## config.mk

```make
export PLATFORM = sky130hd
export DESIGN_NAME = pwp_err_capture
export DESIGN_NICKNAME = d
export VERILOG_FILES = /design/src/rtl/pwp_err_capture.sv
export SDC_FILE = /design/constraint.sdc
export NUM_CORES = 1
export LEC_CHECK = 0
export ABC_CLOCK_PERIOD_IN_PS = 1000
export CAP_MARGIN = 20
export CORE_MARGIN = 2
export CORE_UTILIZATION = 34
export DETAILED_ROUTE_END_ITERATION = 12
export GPL_TIMING_DRIVEN = 0
export PLACE_DENSITY = 0.74
export SYNTH_ARGS = -nofsm -noshare
export SYNTH_HDL_FRONTEND = slang
export SYNTH_SLANG_ARGS = --single-unit
export TNS_END_PERCENT = 20
```

## constraint.sdc

```tcl
create_clock -name clk -period 1 [get_ports clk]
set_input_delay 0.2 -clock clk [delete_from_list [all_inputs] [get_ports clk]]
set_output_delay 0.2 -clock clk [all_outputs]
set_load 0.005 [all_outputs]
```

## src/rtl/pwp_err_capture.sv

```systemverilog
// Sticky error flags and first-fault address capture. Assumes the hit
// vector is valid in the strobe cycle; clear and a new hit together
// leave the new hit set and captured.
module pwp_err_capture #(
    parameter int ADDR_W = 20,
    parameter int FLG_N  = 3
) (
    input  logic              clk,
    input  logic              rst_n,
    input  logic              clr,
    input  logic [FLG_N-1:0]  hit,
    input  logic [ADDR_W-1:0] addr,
    output logic [FLG_N-1:0]  sticky_q,
    output logic [ADDR_W-1:0] fault_q
);
    logic any_hit;
    logic armed;

    // Capture is allowed when nothing is latched or a clear is in progress.
    always_comb begin
        any_hit = |hit;
        armed   = clr || (sticky_q == '0);
    end

    // Update sticky flags and the first-fault address.
    always_ff @(posedge clk) begin
        if (!rst_n) begin
            sticky_q <= '0;
            fault_q  <= '0;
        end else begin
            sticky_q <= clr ? hit : (sticky_q | hit);
            if (any_hit && armed)
                fault_q <= addr;
        end
    end

    // a latched flag survives a cycle without clear.
    a_r8_sticky_hold: assert property (@(posedge clk) disable iff (!rst_n)
        (sticky_q[0] && !clr) |=> sticky_q[0]);
    // clear with no new hit empties every flag.
    a_r9_clear_empties: assert property (@(posedge clk) disable iff (!rst_n)
        (clr && !any_hit) |=> (sticky_q == '0));
    // the captured address holds while a fault is latched.
    a_r10_first_kept: assert property (@(posedge clk) disable iff (!rst_n)
        ((sticky_q != '0) && !clr) |=> $stable(fault_q));
    // a detected hit leaves its flag latched.
    a_r2_hit_latched: assert property (@(posedge clk) disable iff (!rst_n)
        hit[0] |=> sticky_q[0]);
endmodule

```

==> flow_summary.yaml, run 1 <==
run:
  drv_cap: 0
global_routing:
  groute.usage.overall: 0.149
  grt.overflow.total: 0
  grt_pass1_wl_um: 3820
  antenna_found_initial: 0
  grt_pass1_vias: 905
  grt_max_degree: 13
critical_path:
  worstSetupPathType: "reg2reg"
  slowest_delay_ns: 0.34
  crit_family: "flip-flops"
  crit_path_start_kind: "flop"
  path_cells: "buf_4 > nor3_4 > o32a_1 > buf_6 > mux2i_1"
  worst_path_max_delay_cell: "dfxtp_2"
  critPathRequiredTime_ns: 1.24
  critical_path.max_fanout: 10
  cp_num_buf_inv: 2
  arrival_ns: 1.54
  endpoint_kind: "flop"
floorplan:
  start_util: 0.364
  coreArea_um2: 2500
  dieArea_um2: 3110
  io_pins: 49
  chipWidth_um: 55.7
  die_h_um: 55.7
  core.rowCount: 18
final_layout:
  antenna_cells: 0
  design_area_um2: 1440
  final_cell_mix: "40 x nand2_1, 24 x clkdlybuf4s50_1, 23 x dfxtp_2"
  fill_cells: 223
  syn2layout_area_growth_pct: 58.2
  multi_input_area_um2: 418
  drive_gt1_frac: 0.370
  regArea_um2: 489
  final_nets: 181
  final_common_cell: "nand2_1"
  fin_cells: 184
route:
  drcViolationCount: 0
  viasPerCell: 4.58
  drt-wirelength-per-cell_um: 11.8
  drt_iter0_drc: 21
  via_count: 842
  dr.pass1.iters: 4
  antenna_left: 0
  wirelength_um: 2170
clocking:
  cts_root_buffer: "clkbuf_4"
  worstSkewPairLatency_ns: 0.30
  clock_path_buffers: 2
  clkTransAtPathRegs_ns: 0.12
  ctsHtreeMaxLevel: 1
  cts_buffers: 3
  cts_tree: "done"
  clock_sinks: 23
place:
  place_inst: 175
  place_ws_ns: -0.467
  gp_congestion: 0.771
  place_area_um2: 1420
  place_hpwl_um: 1630
  io_buffers: 47
power:
  power.switching_mw: 0.474
  vdd_drop_max_mv: 0.772
  clockPowerShare: 0.225
  p_leak_nw: 0.694
  p_int_mw: 1.42
  seqPwrFrac: 0.550
  comb_power_share: 0.225
  p_per_area_nw_per_um2: 1320
  p_sw_frac: 0.250
sta:
  setup_tns_ns: -5.86
  skew_ns: 0.00110
  finalCriticalPeriod_ns: 1.30
  fmax_mhz: 766
  final-hold-violation-count: 0
  final.setup.worst_slack_ns: -0.305
  max-slew-margin-rel: 0.714
  setup_viol: 21
  worst_pin_slew_ns: 0.429
  rsz0062_at_grt: "yes"
  layout_worst_path_cycle_share: 1.30
  slew_violations: 0
logic_synthesis:
  synth_cell_types: 10
  syn-num-nets: 124
  syn_inst: 98
  syn_area_per_cell_um2: 9.28
  ys_warn_count: 0
  postSynthRegisterBits: 23
  syn_area_um2: 910
  synth-seq-area-share: 0.506
hold_path:
  hp-class: "in2reg"
outcome:
  violations: "negative setup slack"
  status: "finished, violations left"
## cell type report
type	count	share of cell area
Tap cell	30	0.0261
Timing Repair Buffer	52	0.296
Sequential cell	23	0.340
Buffer	7	0.0296
Multi-Input combinational cell	68	0.290
Clock buffer	4	0.0183
## worst paths after layout
check,startpoint,endpoint,slack [ns],cells after the start
setup / recovery,sticky_q[0],fault_q[17],-0.30,5
hold / removal,rst_n,fault_q[15],0.19,3
setup reg to reg,sticky_q[0],fault_q[17],-0.30,5
hold reg to reg,fault_q[3],fault_q[3],0.46,2
## routing by layer
| layer | vias to the layer above | wire length, um | part of all wire | track usage |
|---|---|---|---|---|
| li1 | 427 | - | - | - |
| met1 | 379 | 945 | 0.44 | 0.176 |
| met2 | 36 | 1020 | 0.47 | 0.241 |
| met3 | 0 | 204 | 0.094 | 0.0512 |
| met4 | 0 | 0 | 0 | 0.0732 |
| met5 | - | 0 | 0 | 0 |
## through the flow
stage	hold slack, ns	utilization	power [mW]
after floorplan	0.324	-	1.23
after global placement	0.441	0.570	1.49
after detailed placement	0.453	0.570	1.50
after CTS	0.177	0.563	1.90
after global routing	0.189	0.576	2.00
final	0.185	0.576	1.89
## cell usage after synthesis
cell / number / area, um^2
o21a_1: 3 / 22.5
mux2i_1: 20 / 200
buf_2: 1 / 5.00
o32a_1: 1 / 10.0
nor3_1: 1 / 5.00
clkbuf_1: 4 / 15.0
dfxtp_1: 23 / 460
nor2b_1: 3 / 18.8
nand2_1: 40 / 150
buf_6: 2 / 22.5
## cells by family (layout without fill, tap and decap cells)
logic type             Yosys count  in the layout  synth area share
multiplexers                    20             20             0.220
AO/OA/AOI/OAI                    4              4            0.0358
flip-flops                      23             23             0.506
AND/OR/NAND/NOR                 44             44             0.191
buffers and inverters            7             63            0.0468
## power by group through the flow
stage	Sequential [mW]	Combinational, mW	Clock [mW]
6_report	1.04	0.426	0.427
5_1_grt	1.05	0.467	0.479
4_1_cts	1.04	0.414	0.444
3_5_place_dp	1.05	0.455	0
3_3_place_gp	1.05	0.446	0
2_1_floorplan	1.06	0.174	0
## worst register-to-register path: cells and delay by family (launching register included)
kind            cells  cell delay [ns]
compound gates      1             0.22
buf+inv             2             0.33
flops               1             0.34
mux                 1             0.20
simple gates        1             0.15
## what timing repair did
action	in CTS	in global routing
gates resized for setup	112	5
buffers inserted	5	0
hold buffers	0	0
endpoints found under the setup margin	43	25
gates cloned	0	0
## state kept, by name, indices dropped and copies added (netlist names)
signal,cells
fault_q,20
sticky_q,3
Note: power is estimated with default switching activity, not from simulation.
==> run 2: changes to the inputs <==
--- a/config.mk
+++ b/config.mk
@@ -5,7 +5,6 @@
 export SDC_FILE = /design/constraint.sdc
 export NUM_CORES = 1
 export LEC_CHECK = 0
-export ABC_CLOCK_PERIOD_IN_PS = 1000
 export CAP_MARGIN = 20
 export CORE_MARGIN = 2
 export CORE_UTILIZATION = 34
==> results of run 2 <==
The final DEF is identical to that of run 1; final timing and power are the same.
